$ cat src/rtl/smm_route_pkg.sv
package smm_route_pkg;

   typedef enum logic [1:0] {
      ORG_CPU = 2'd0,
      ORG_HUB = 2'd1,
      ORG_GFX = 2'd2,
      ORG_RSV = 2'd3
   } origin_e;

   typedef enum logic [1:0] {
      DST_MEM  = 2'd0,
      DST_HUB  = 2'd1,
      DST_IRQ  = 2'd2,
      DST_TERM = 2'd3
   } dest_e;

   localparam int unsigned NUM_FIXED_WIN = 3;
   localparam int unsigned WIN_IRQ  = 0;
   localparam int unsigned WIN_IO   = 1;
   localparam int unsigned WIN_HSMM = 2;

endpackage

$ cat src/rtl/smm_range_hit.sv
module smm_range_hit #(
   parameter int unsigned        AW = 36,
   parameter logic [AW-1:0]      LO = '0,
   parameter logic [AW-1:0]      HI = '1
) (
   input  logic [AW-1:0] addr,
   output logic          hit
);
   if (LO > HI) begin : g_bad_range
      $error("smm_range_hit: LO above HI");
   end

   assign hit = (addr >= LO) && (addr <= HI);
endmodule

$ cat src/rtl/smm_tseg_window.sv
module smm_tseg_window #(
   parameter int unsigned AW        = 36,
   parameter int unsigned GRAN_LOG2 = 17,
   parameter int unsigned SIZE_W    = 2
) (
   input  logic [AW-1:0]     tolm,
   input  logic [SIZE_W-1:0] size_code,
   input  logic [AW-1:0]     addr,
   output logic              hit
);
   localparam int unsigned MAX_LOG2 = GRAN_LOG2 + (1 << SIZE_W) - 1;

   if (MAX_LOG2 >= AW) begin : g_bad_span
      $error("smm_tseg_window: largest window does not fit the address width");
   end

   logic [AW-1:0] span;
   logic [AW-1:0] base;

   always_comb begin
      span = {{(AW-1){1'b0}}, 1'b1} << (GRAN_LOG2 + 32'(size_code));
      base = tolm - span;
      hit  = (addr >= base) && (addr < tolm);
   end
endmodule

$ cat src/rtl/smm_route_decide.sv
module smm_route_decide
   import smm_route_pkg::*;
#(
   parameter int unsigned   AW         = 36,
   parameter int unsigned   REMAP_KEEP = 17,
   parameter logic [AW-1:0] REMAP_BASE = 'h000A_0000
) (
   input  logic [AW-1:0] addr,
   input  logic          write,
   input  origin_e       origin,
   input  logic          smm_code,
   input  logic          hit_irq,
   input  logic          hit_io,
   input  logic          hit_hsmm,
   input  logic          hit_tseg,
   input  logic          smram_en,
   input  logic          open_en,
   input  logic          tseg_en,
   input  logic          hsmram_en,
   output dest_e         dest,
   output logic [AW-1:0] addr_out,
   output logic          nullify
);
   localparam logic [AW-1:0] KEEP_MASK = {{(AW-REMAP_KEEP){1'b0}}, {REMAP_KEEP{1'b1}}};

   if ((REMAP_BASE & KEEP_MASK) != '0) begin : g_bad_base
      $error("smm_route_decide: remap base not aligned to kept bits");
   end

   logic is_cpu;
   logic permitted;
   logic hsmm_live;
   logic tseg_live;

   always_comb begin
      is_cpu    = (origin == ORG_CPU);
      permitted = is_cpu && smram_en && (open_en || smm_code);
      hsmm_live = hit_hsmm && smram_en && hsmram_en;
      tseg_live = hit_tseg && smram_en && tseg_en;

      dest     = DST_MEM;
      addr_out = addr;
      nullify  = 1'b0;

      if (hit_irq && (origin == ORG_GFX) && write) begin
         dest = DST_IRQ;
      end else if (hit_io && is_cpu) begin
         dest = DST_HUB;
      end else if (hsmm_live || tseg_live) begin
         if (permitted) begin
            dest = DST_MEM;
            if (hsmm_live) begin
               addr_out = REMAP_BASE | (addr & KEEP_MASK);
            end
         end else begin
            dest    = DST_TERM;
            nullify = !is_cpu;
         end
      end
   end
endmodule

$ cat src/rtl/smm_addr_router.sv
module smm_addr_router
   import smm_route_pkg::*;
#(
   parameter int unsigned       ADDR_W     = 36,
   parameter int unsigned       TSEG_GRAN  = 17,
   parameter int unsigned       SIZE_W     = 2,
   parameter int unsigned       REMAP_KEEP = 17,
   parameter logic [ADDR_W-1:0] REMAP_BASE = 'h000A_0000,
   parameter logic [ADDR_W-1:0] IRQ_LO     = 'hFEE0_0000,
   parameter logic [ADDR_W-1:0] IRQ_HI     = 'hFEEF_FFFF,
   parameter logic [ADDR_W-1:0] IO_LO      = 'hFEC0_0000,
   parameter logic [ADDR_W-1:0] IO_HI      = 'hFEC7_FFFF,
   parameter logic [ADDR_W-1:0] HSMM_LO    = 'hFEDA_0000,
   parameter logic [ADDR_W-1:0] HSMM_HI    = 'hFEDB_FFFF
) (
   input  logic              clk,
   input  logic              rst_n,
   input  logic              req_valid,
   input  logic [ADDR_W-1:0] req_addr,
   input  logic              req_write,
   input  logic [1:0]        req_origin,
   input  logic              req_smm_code,
   input  logic [ADDR_W-1:0] cfg_tolm,
   input  logic [SIZE_W-1:0] cfg_tseg_size,
   input  logic              cfg_smram_en,
   input  logic              cfg_open,
   input  logic              cfg_tseg_en,
   input  logic              cfg_hsmram_en,
   output logic              rsp_valid,
   output logic [1:0]        rsp_dest,
   output logic [ADDR_W-1:0] rsp_addr,
   output logic              rsp_nullify
);
   localparam logic [ADDR_W-1:0] WIN_LO [NUM_FIXED_WIN] = '{IRQ_LO, IO_LO, HSMM_LO};
   localparam logic [ADDR_W-1:0] WIN_HI [NUM_FIXED_WIN] = '{IRQ_HI, IO_HI, HSMM_HI};

   if (ADDR_W < 33) begin : g_bad_aw
      $error("smm_addr_router: address width must reach the 4 GB windows");
   end
   if (REMAP_KEEP >= ADDR_W) begin : g_bad_keep
      $error("smm_addr_router: remap keeps every address bit");
   end
   if ((HSMM_HI - HSMM_LO + 1) != ({{(ADDR_W-1){1'b0}}, 1'b1} << REMAP_KEEP)) begin : g_bad_alias
      $error("smm_addr_router: alias window size differs from remapped span");
   end

   logic [NUM_FIXED_WIN-1:0] win_hit;
   logic                     tseg_hit;
   dest_e                    nxt_dest;
   logic [ADDR_W-1:0]        nxt_addr;
   logic                     nxt_null;

   for (genvar w = 0; w < NUM_FIXED_WIN; w++) begin : g_win
      smm_range_hit #(
         .AW (ADDR_W),
         .LO (WIN_LO[w]),
         .HI (WIN_HI[w])
      ) u_hit (
         .addr (req_addr),
         .hit  (win_hit[w])
      );
   end

   smm_tseg_window #(
      .AW        (ADDR_W),
      .GRAN_LOG2 (TSEG_GRAN),
      .SIZE_W    (SIZE_W)
   ) u_tseg (
      .tolm      (cfg_tolm),
      .size_code (cfg_tseg_size),
      .addr      (req_addr),
      .hit       (tseg_hit)
   );

   smm_route_decide #(
      .AW         (ADDR_W),
      .REMAP_KEEP (REMAP_KEEP),
      .REMAP_BASE (REMAP_BASE)
   ) u_decide (
      .addr      (req_addr),
      .write     (req_write),
      .origin    (origin_e'(req_origin)),
      .smm_code  (req_smm_code),
      .hit_irq   (win_hit[WIN_IRQ]),
      .hit_io    (win_hit[WIN_IO]),
      .hit_hsmm  (win_hit[WIN_HSMM]),
      .hit_tseg  (tseg_hit),
      .smram_en  (cfg_smram_en),
      .open_en   (cfg_open),
      .tseg_en   (cfg_tseg_en),
      .hsmram_en (cfg_hsmram_en),
      .dest      (nxt_dest),
      .addr_out  (nxt_addr),
      .nullify   (nxt_null)
   );

   always_ff @(posedge clk or negedge rst_n) begin
      if (!rst_n) begin
         rsp_valid   <= 1'b0;
         rsp_dest    <= DST_MEM;
         rsp_addr    <= '0;
         rsp_nullify <= 1'b0;
      end else begin
         rsp_valid <= req_valid;
         if (req_valid) begin
            rsp_dest    <= nxt_dest;
            rsp_addr    <= nxt_addr;
            rsp_nullify <= nxt_null;
         end
      end
   end

   // one-cycle registered handshake
   a_r1_valid_follows: assert property (@(posedge clk) disable iff (!rst_n)
      1'b1 |=> rsp_valid == $past(req_valid));

   // processor requests are never nullified
   a_r4_cpu_no_null: assert property (@(posedge clk) disable iff (!rst_n)
      req_valid && (req_origin == ORG_CPU) |=> !rsp_nullify);

   // nullified requests are always terminated
   a_r5_null_is_term: assert property (@(posedge clk) disable iff (!rst_n)
      rsp_valid && rsp_nullify |-> rsp_dest == DST_TERM);

   // processor IOAPIC accesses go to the hub link
   a_r8_ioapic_hub: assert property (@(posedge clk) disable iff (!rst_n)
      req_valid && (req_origin == ORG_CPU) && (req_addr >= IO_LO) && (req_addr <= IO_HI)
      |=> rsp_dest == DST_HUB);

   // interrupt-message path only for graphics writes
   a_r9_irq_gfx_write: assert property (@(posedge clk) disable iff (!rst_n)
      rsp_valid && (rsp_dest == DST_IRQ) |-> $past(req_write) && ($past(req_origin) == ORG_GFX));

   // a rewritten address only ever goes to memory
   a_r7_remap_to_mem: assert property (@(posedge clk) disable iff (!rst_n)
      rsp_valid && (rsp_addr != $past(req_addr)) |-> rsp_dest == DST_MEM);
endmodule

$ cat config.mk
export PLATFORM = sky130hd
export DESIGN_NAME = smm_addr_router
export DESIGN_NICKNAME = d
export VERILOG_FILES = /design/src/rtl/smm_route_pkg.sv /design/src/rtl/smm_range_hit.sv /design/src/rtl/smm_tseg_window.sv /design/src/rtl/smm_route_decide.sv /design/src/rtl/smm_addr_router.sv
export SDC_FILE = /design/constraint.sdc
export NUM_CORES = 1
export LEC_CHECK = 0
export CAP_MARGIN = 25
export CELL_PAD_IN_SITES_DETAIL_PLACEMENT = 1
export CELL_PAD_IN_SITES_GLOBAL_PLACEMENT = 2
export CORE_MARGIN = 10
export CORE_UTILIZATION = 34
export CTS_CLUSTER_DIAMETER = 150
export DETAILED_ROUTE_END_ITERATION = 6
export DONT_BUFFER_PORTS = 1
export HOLD_SLACK_MARGIN = 0.1
export MAX_ROUTING_LAYER = met4
export PLACE_DENSITY = 0.77
export RECOVER_POWER = 100
export SLEW_MARGIN = 10
export SYNTH_ARGS = -nofsm -noshare
export SYNTH_HDL_FRONTEND = slang
export SYNTH_SLANG_ARGS = --single-unit
$ cat constraint.sdc
create_clock -name clk -period 0.8 [get_ports clk]
set_input_delay 0.04 -clock clk [delete_from_list [all_inputs] [get_ports clk]]
set_output_delay 0.04 -clock clk [all_outputs]
set_load 0.05 [all_outputs]
# After elaboration in Yosys (flattened, before gate mapping)
# Cells that the tools add are included.
word_totals:
  out_inout_bits: 40
  input_bits: 85
  register_bits: 40
  wordCells: 46
op_classes:
  n_lt_le_gt_ge: 8
  n_mux: 13
  shifts: 1
  n_reduce_logical: 17
  add_sub_neg: 2
  eq_ne: 1
ops:
  columns: ["op", "n"]
  rows:
  - ["$mux 36", 5]
  - ["$ge 36x32->1 const B", 3]
  - ["$le 36x32->1 const B", 3]
  - ["$ge 36x36->1", 1]
  - ["$lt 36x36->1", 1]
  - ["$shl 1x32->36 const A", 1]
  - ["$sub 36x36->36", 1]
  - ["$logic_and 1x1->1", 13]
  - ["$mux 2", 4]
  - ["$add 5x2->6 const A", 1]
  - ["$mux 1", 4]
  - ["$eq 2x2->1 const B", 1]
  - ["$logic_not 2->1", 1]
  - ["$logic_or 1x1->1", 2]
  - ["$logic_not 1->1", 1]

# Longest topological paths before layout
# Gate-level depths: netlist (run 1).
depth:
  ltp_word: 11
  mapped_depth: 18
  depth_no_buf: 17

# Cells and area by module
# Synthesis (run 1) repeated with hierarchy kept, for this count alone.
hier_totals:
  cells_unflattened: 471
  area_unflattened_um2: 4385.5
by_module_without_submodules:
  columns: ["module", "instances", "seq_area_each_um2", "cells_each", "area_each_um2"]
  rows:
  - ["smm_tseg_window", 1, 0.0, 299, 2155.8]
  - ["smm_addr_router", 1, 1001.0, 83, 1519.0]
  - ["smm_route_decide", 1, 0.0, 55, 410.4]
  - ["smm_range_hit at g_win[0].u_hit", 1, 0.0, 14, 125.1]
  - ["smm_range_hit at g_win[1].u_hit", 1, 0.0, 13, 122.6]
  - ["smm_range_hit at g_win[2].u_hit", 1, 0.0, 7, 52.6]

# Worst setup path before layout (run 1)
# No wires, ideal clock.
synth_path:
  kind: "input port to flip-flop"
  start: "input cfg_tseg_size[0]"
  end: "register rsp_dest[1]"
  setup_slack_ps: -3010
  n_path_buf: 1
  stages: 18
  required_ps: 734
  arrival_time_ps: 3744
  setup_time_ps: 66
  cell_sequence: "or2_2 > ha_1 > o21a_1 > o21ai_0 > a21oi_1 > o221ai_1 > and3_1 > clkbuf_1 > nand3_1 > xnor2_1 > ha_1 > nand4_1 > nor4_1 > and4_1 > nor3b_1 > a211oi_1 > nor4_1 > o221a_2"
synth_between:
  elab_chain_cells: 11
synth_lines:
  columns: ["item", "line", "source"]
  rows:
  - ["start: declaration", "smm_addr_router.sv:24", "input logic [SIZE_W-1:0] cfg_tseg_size,"]
  - ["$add 5x2->6", "smm_tseg_window.sv:21", "span = {{(AW-1){1'b0}}, 1'b1} << (GRAN_LOG2 + 32'(size_code));"]
  - ["$shl 1x32->36", "smm_tseg_window.sv:21", null]
  - ["$sub 36x36->36", "smm_tseg_window.sv:22", "base = tolm - span;"]
  - ["$ge 36x36->1", "smm_tseg_window.sv:23", "hit = (addr >= base) && (addr < tolm);"]
  - ["$logic_and 1x1->1", "smm_tseg_window.sv:23", null]
  - ["$logic_and 1x1->1 (2 in series)", "smm_route_decide.sv:39", "tseg_live = hit_tseg && smram_en && tseg_en;"]
  - ["$logic_or 1x1->1", "smm_route_decide.sv:49", "end else if (hsmm_live || tseg_live) begin"]
  - ["$mux 2", "smm_route_decide.sv:49", null]
  - ["$mux 2", "smm_route_decide.sv:47", "end else if (hit_io && is_cpu) begin"]
  - ["$mux 2", "smm_route_decide.sv:45", "if (hit_irq && (origin == ORG_GFX) && write) begin"]
  - ["end signal: assignment", "smm_addr_router.sv:106", "rsp_dest <= nxt_dest;"]
  - ["end: declaration", "smm_addr_router.sv:30", "output logic [1:0] rsp_dest,"]
# Every way passes these cells.
# A chain may end at the register's enable or synchronous reset.

# Worst setup path in the final report (run 1)
# Ends and elaborated chain as after synthesis.

==> results of run 1 <==
==> registers in the layout (all words and copies together) (netlist names) <==
name         cells
rsp_addr        36
rsp_dest         2
rsp_nullify      1
rsp_valid        1
==> cells in the final DEF (no fill, tap or decap), types with 3 or more instances in the layout <==
master and n:
ha_1 76, buf_4 73, inv_1 62, buf_6 41, nand2_1 36, dlygate4sd3_1 26
dfrtp_2 26, a21oi_1 24, mux2_2 21, xnor2_1 15, nand3_1 14, dfrtp_1 14
nor2_1 13, a21o_1 8, nand2b_1 8, o21ai_0 8, o21ai_1 8, nand2_2 8
nand4_1 7, mux2_4 5, and4_1 5, conb_1 5, clkbuf_16 5, nor3_1 4
nand4b_1 4, o21ai_2 3, a221oi_1 3
==> metal layers <==
metal | vias to the layer above | routed length, µm | share of wire
li1 | 1844 | - | -
met5 | - | 0 | 0
met2 | 86 | 7620 | 0.52
met3 | 12 | 751 | 0.052
met4 | 0 | 242 | 0.017
met1 | 1869 | 5900 | 0.41
==> power by group through the flow <==
stage / Clock [W] / Combinational (W) / Sequential, W
after floorplan: 0 / 0.00128 / 0.00304
after global placement: 0 / 0.00287 / 0.00236
after detailed placement: 0 / 0.00298 / 0.00238
after CTS: 0.00216 / 0.00331 / 0.00238
after global routing: 0.00226 / 0.00372 / 0.00241
final: 0.00210 / 0.00340 / 0.00238
==> synth_stat cells (6+ instances only) <==
master    instances
xnor2_1          15
nand4_1           7
o21ai_1          10
mux2_2           26
a21oi_1          26
a21o_1            8
and4_1            6
inv_1            62
nand2_1          44
o21ai_0           9
ha_1             77
nor2_1           15
nand3_1          15
dfrtp_1          40
nand2b_1          8
==> area by class of cell <==
cell class | instances | area [µm²] | area share
well taps | 143 | 179 | 0.0313
multi-input cells | 334 | 2840 | 0.497
clock buffers | 8 | 156 | 0.0274
flip-flops and latches | 40 | 1030 | 0.181
repair buffers | 140 | 1270 | 0.222
inverters | 62 | 233 | 0.0407
==> stage by stage <==
step	total power [W]	cells	setup TNS, ps	hold slack [ps]	utilization
after floorplan	0.00432	444	-19480	-256	-
after global placement	0.00523	679	-19320	-254	0.430
after detailed placement	0.00536	679	-19950	-254	0.430
after CTS	0.00785	723	-17660	-560	0.494
after global routing	0.00839	727	-19250	-561	0.505
final	0.00789	727	-17220	-548	0.505
==> final timing paths <==
path / from / to / cells after the start
max: cfg_tseg_size[0] / rsp_dest[1] / 18
min: rst_n / rsp_addr[31] / 0
max reg2reg: rsp_nullify / rsp_nullify / 3
min reg2reg: rsp_addr[0] / rsp_addr[0] / 1
max in group asynchronous: rst_n / rsp_addr[8] / 0
min in group clk: req_valid / rsp_valid / 0
==> cells by family (layout without fill, tap and decap cells) <==
logic type / count (synthesis) / after routing / synth area share
AOI/OAI and AO/OA: 81 / 82 / 0.134
xor gates and xnor gates: 17 / 17 / 0.0383
adders and majority gates: 77 / 77 / 0.248
buffers and inverters: 71 / 210 / 0.0727
DFF: 40 / 40 / 0.257
muxes: 26 / 26 / 0.0753
other: 1 / 5 / 0.000964
and+or+nand+nor: 127 / 127 / 0.174
==> critical path: stages <==
cell      delay, ps
or2_4           240
ha_4            250
o21a_1          200
nor2_4          110
or2_4           130
and4b_1         210
nand3_2         130
buf_6           140
xnor2_1         110
ha_1            310
nand4_1         170
nor4_2          290
buf_4           150
and4_4          200
nor3b_4         190
a211oi_2         70
nor4_4          250
o221a_2         240
==> timing repair <==
item	CTS	global route
hold endpoints to repair	80	80
pin swaps	3	5
setup buffers	9	4
resized for setup	58	21
gates cloned	1	0
endpoints found under the setup margin	55	68
==> impl_metrics.tcl, run 1 <==
set metrics [dict create \
    grt_max_degree 44 \
    cts_tree "done" \
    antenna_found_initial 0 \
    via_count 3811 \
    coreArea_mm2 0.0113 \
    die_height_um 127 \
    finalCriticalPeriod_ps 3200 \
    met2_usage 0.319 \
    clkPwrFrac 0.266 \
    leakage_nw 2.80 \
    io_buffer_count 0 \
    switching_power_w 0.00271 \
    hold_path_class "input pin to async pin" \
    pwr-share-comb 0.431 \
    status "finished with violations" \
    n_antenna_cell 0 \
    viasPerCell 5.24 \
    area_growth_pct 46.8 \
    wl_um 14500 \
    dpl_worst_slack_ps -2830 \
    cts_buffer_depth 2 \
    p_sw_frac 0.343 \
    ys_warn_count 0 \
    yosysTopAreaCell "dfrtp_1" \
    ys_types 55 \
    worstMarginPinSlew_ps 548 \
    cts-buffers-inserted 5 \
    clkSinkCount 40 \
    ios 125 \
    final_nets 745 \
    firstDrtPassIters 4 \
    grt-busiest-layer "met2" \
    grt_setup_unrepaired "true" \
    worst_ir_drop_vdd_uv 1110 \
    gp_congestion 0.892 \
    drc 0 \
    cp-end-kind "flop" \
    worst_hold_slack_ps -548 \
    p_per_area_mw_per_mm2 1380 \
    synth_area_mm2 0.00389 \
    fmax_ghz 0.312 \
    violations "hold timing, setup timing" \
    use_met1 0.202 \
    worstPathMaxFanout 4 \
    fp-row-count 39 \
    fin_ws_ps -2400 \
    grtUsageMet3 0.0317 \
    period_share 4.00 \
    ys.flop_type "dfrtp_1" \
    dp_hpwl_um 11500 \
    drtIter0Drc 153 \
    placed_area_mm2 0.00487 \
    maxCapViolCount 0 \
    arrival_ps 3430 \
    drv_slew 0 \
    wl_per_cell_um 20.0 \
    grt_pass1_vias 4192 \
    ys_ff_latch 40 \
    fin_worst_skew_ps 0 \
    syn_avg_cell_area_um2 8.84 \
    setup.worst_path.start_class "input pin" \
    required_ps 1020 \
    hold_viol_final 78 \
    overflow 0 \
    setup_viol 56 \
    rrSetupSlack_ps -70 \
    synth-edff-count 0 \
    clk_pin_slew_ps 60 \
    clk_latency_ps 270 \
    worstSetupPathType "input pin to flop" \
    yosys-top-cells-area "dfrtp_1 26%, ha_1 25%, mux2_2 7.5%" \
    grt.total_usage 0.180 \
    cts_hold_buf 26 \
    grt_pass1_wl_um 22900 \
    start_util 0.344 \
    p_int_w 0.00518 \
    die_area_mm2 0.0161 \
    ant_nets 0 \
    fp.dieW_um 127 \
    async_flop_share 1.00 \
    yosys.area.top_type_share 0.257 \
    netlist_instances 440 \
    layout-drive-gt1-share 0.358 \
    ys_seq_area_frac 0.257 \
    cts_max_level 2 \
    fillers 1302 \
    relSlewSlack 0.633 \
    sequentialPowerShare 0.302 \
    final_area_mm2 0.00571 \
    ctsRootBufferMaster "clkbuf_16" \
]
Power figures use the tool's default switching activity.
==> run 2: changes to the inputs <==
==> constraint.sdc (replaced) <==
create_clock -name clk -period 0.8 [get_ports clk]
set_input_delay 0.12 -clock clk [delete_from_list [all_inputs] [get_ports clk]]
set_output_delay 0.12 -clock clk [all_outputs]
set_load 0.05 [all_outputs]
==> run 2 against run 1 <==
Net effect: first-iteration DRC count down 8.5%; core utilization up 1.0 points; clock skew unchanged; total power up 3.5%; routed wire length up 0.11%; critical path type unchanged; largest cell class unchanged; highest routed layer unchanged; the flow still finishes with violations (hold timing, setup timing); worst setup slack worse by 79 ps; largest power group unchanged.
==> impl_metrics.tcl, run 2 (synthesis gave the netlist of run 1 again) <==
set metrics [dict create \
    status "finished with violations" \
    violations "hold timing, setup timing" \
    required_ps 1020 \
    cts_hold_buf 26 \
    largest_reg_flops 36 \
    final_common_cell "ha_1" \
    start_util 0.344 \
    grt.total_usage 0.176 \
    final_cells 732 \
    clk_pin_slew_ps 60 \
    clkPwrFrac 0.279 \
    maxCapViolCount 0 \
    grt_max_degree 44 \
    top_register "rsp_addr" \
    worst_ir_drop_vdd_uv 945 \
    viasPerCell 5.20 \
    regArea_mm2 0.00103 \
    clk_latency_ps 270 \
    hold_viol_final 51 \
    firstDrtPassIters 4 \
    slowest_delay_ps 320 \
    dp_hpwl_um 11500 \
    fin_worst_skew_ps 0 \
    fin_ws_ps -2480 \
    cts_max_level 2 \
    coreArea_mm2 0.0113 \
    worstPathMaxFanout 4 \
    sequentialPowerShare 0.294 \
    grt_setup_unrepaired "true" \
    area_growth_pct 49.8 \
    worst_hold_slack_ps -466 \
    fmax_ghz 0.305 \
    fp.dieW_um 127 \
    grt_pass1_vias 4254 \
    crit_chain "or2_4 > ha_4 > o21a_1 > nor2_2 > or2_4 > and4b_1 > nand3_2 > nor4b_4 > xnor2_2 > ha_1 > nand4_1 > nor4_2 > buf_4 > and4_1 > nor3b_2 > a211oi_1 > nor4_2 > buf_4 > o221a_2" \
    cp_slowest_cell "nor4b_4" \
    grt_pass1_wl_um 22500 \
    drv_slew 0 \
    leakage_nw 2.86 \
    arrival_ps 3510 \
    hold_path_class "input pin to async pin" \
    ctsRootBufferMaster "clkbuf_16" \
    ios 125 \
    gp_congestion 0.865 \
    drtIter0Drc 140 \
    layout_common_cells "76 x ha_1, 71 x buf_4, 62 x inv_1" \
    cp-end-kind "flop" \
    switching_power_w 0.00274 \
    n_antenna_cell 0 \
    finalCriticalPeriod_ps 3280 \
    top_regs "rsp_addr: 36 flops, rsp_dest: 2 flops" \
    p_per_area_mw_per_mm2 1400 \
    antenna_found_initial 0 \
    pwr-share-comb 0.427 \
    ant_nets 0 \
    cts_tree "done" \
    setup_viol 62 \
    p_int_w 0.00542 \
    via_count 3808 \
    clkSinkCount 40 \
    overflow 0 \
    fp-row-count 39 \
    layout-drive-gt1-share 0.360 \
    io_buffer_count 0 \
    dp_cells 675 \
    final_nets 750 \
    setup.worst_path.start_class "input pin" \
    worstSetupPathType "input pin to flop" \
    drc 0 \
    fillers 1284 \
    multi_input_area_mm2 0.00282 \
    die_area_mm2 0.0161 \
    final.setup.tns_ps -22320 \
    wl_per_cell_um 19.8 \
    period_share 4.10 \
    p_sw_frac 0.336 \
    wl_um 14500 \
    rr_worst_depth 4 \
    cts-buffers-inserted 5 \
    cts_buffer_depth 2 \
    die_height_um 127 \
]
run 2: changes by cell type in the layout (fill, tap and decap cells not counted), moves of 2 or more:
cell / delta
o21ai_2: +2
buf_8: +3
buf_12: +6
buf_4: -2
clkbuf_8: -2
buf_6: -2
run 2: critical path, delay by kind of cell:
kind / cells / cell delay [ps]
AOI/OAI and AO/OA: 3 / 410
xor gates and xnor gates: 1 / 100
adders and majority gates: 2 / 550
buffers and inverters: 2 / 320
and+or+nand+nor: 11 / 2020
run 2: layer usage:
metal,vias to the layer above,GRT usage,share of wire
li1,1851,-,-
met1,1864,0.196,0.41
met2,79,0.314,0.52
met3,14,0.0304,0.045
met4,0,0.0516,0.017
met5,-,-,0
run 2: metrics by stage:
| stage | setup slack (ps) | instance area, µm² | hold slack [ps] | power, W | util |
|---|---|---|---|---|---|
| after detailed placement | -2940 | 4920 | -174 | 0.00539 | 0.434 |
| after global routing | -2730 | 5830 | -482 | 0.00863 | 0.515 |
| after global placement | -2850 | 4920 | -174 | 0.00527 | 0.434 |
| final | -2480 | 5830 | -466 | 0.00816 | 0.515 |
| after CTS | -2460 | 5630 | -473 | 0.00802 | 0.497 |
| after floorplan | -2500 | 3990 | -176 | 0.00432 | - |
run 2: power by group through the flow:
| stage | clock network, W | logic [W] | registers (W) |
|---|---|---|---|
| after floorplan | 0 | 0.00128 | 0.00304 |
| after global placement | 0 | 0.00289 | 0.00238 |
| after CTS | 0.00231 | 0.00333 | 0.00239 |
| final | 0.00228 | 0.00349 | 0.00240 |
| after global routing | 0.00243 | 0.00379 | 0.00242 |
| after detailed placement | 0 | 0.00300 | 0.00239 |
run 2: cell type report:
type                    instances  share of cell area
flip-flops and latches         40               0.177
clock buffers                   5              0.0215
repair buffers                145               0.240
well taps                     143              0.0307
multi-input cells             334               0.483
inverters                      62              0.0399
clock inverters                 3             0.00730
run 2: worst paths after layout:
kind / slack [ps] / from / to
max: -2480 / cfg_tseg_size[0] / rsp_dest[1]
min: -470 / rst_n / rsp_nullify
max reg2reg: -230 / rsp_dest[0] / rsp_dest[0]
min reg2reg: 530 / rsp_addr[3] / rsp_addr[3]
max in group asynchronous: 1160 / rst_n / rsp_addr[6]
min in group clk: -120 / req_valid / rsp_valid
run 2: what timing repair did:
action | CTS | global route
resized for setup | 50 | 29
endpoints found under the setup margin | 55 | 66
gates cloned | 1 | 0
pin swaps | 6 | 3
hold endpoints to repair | 79 | 79
setup buffers | 10 | 12
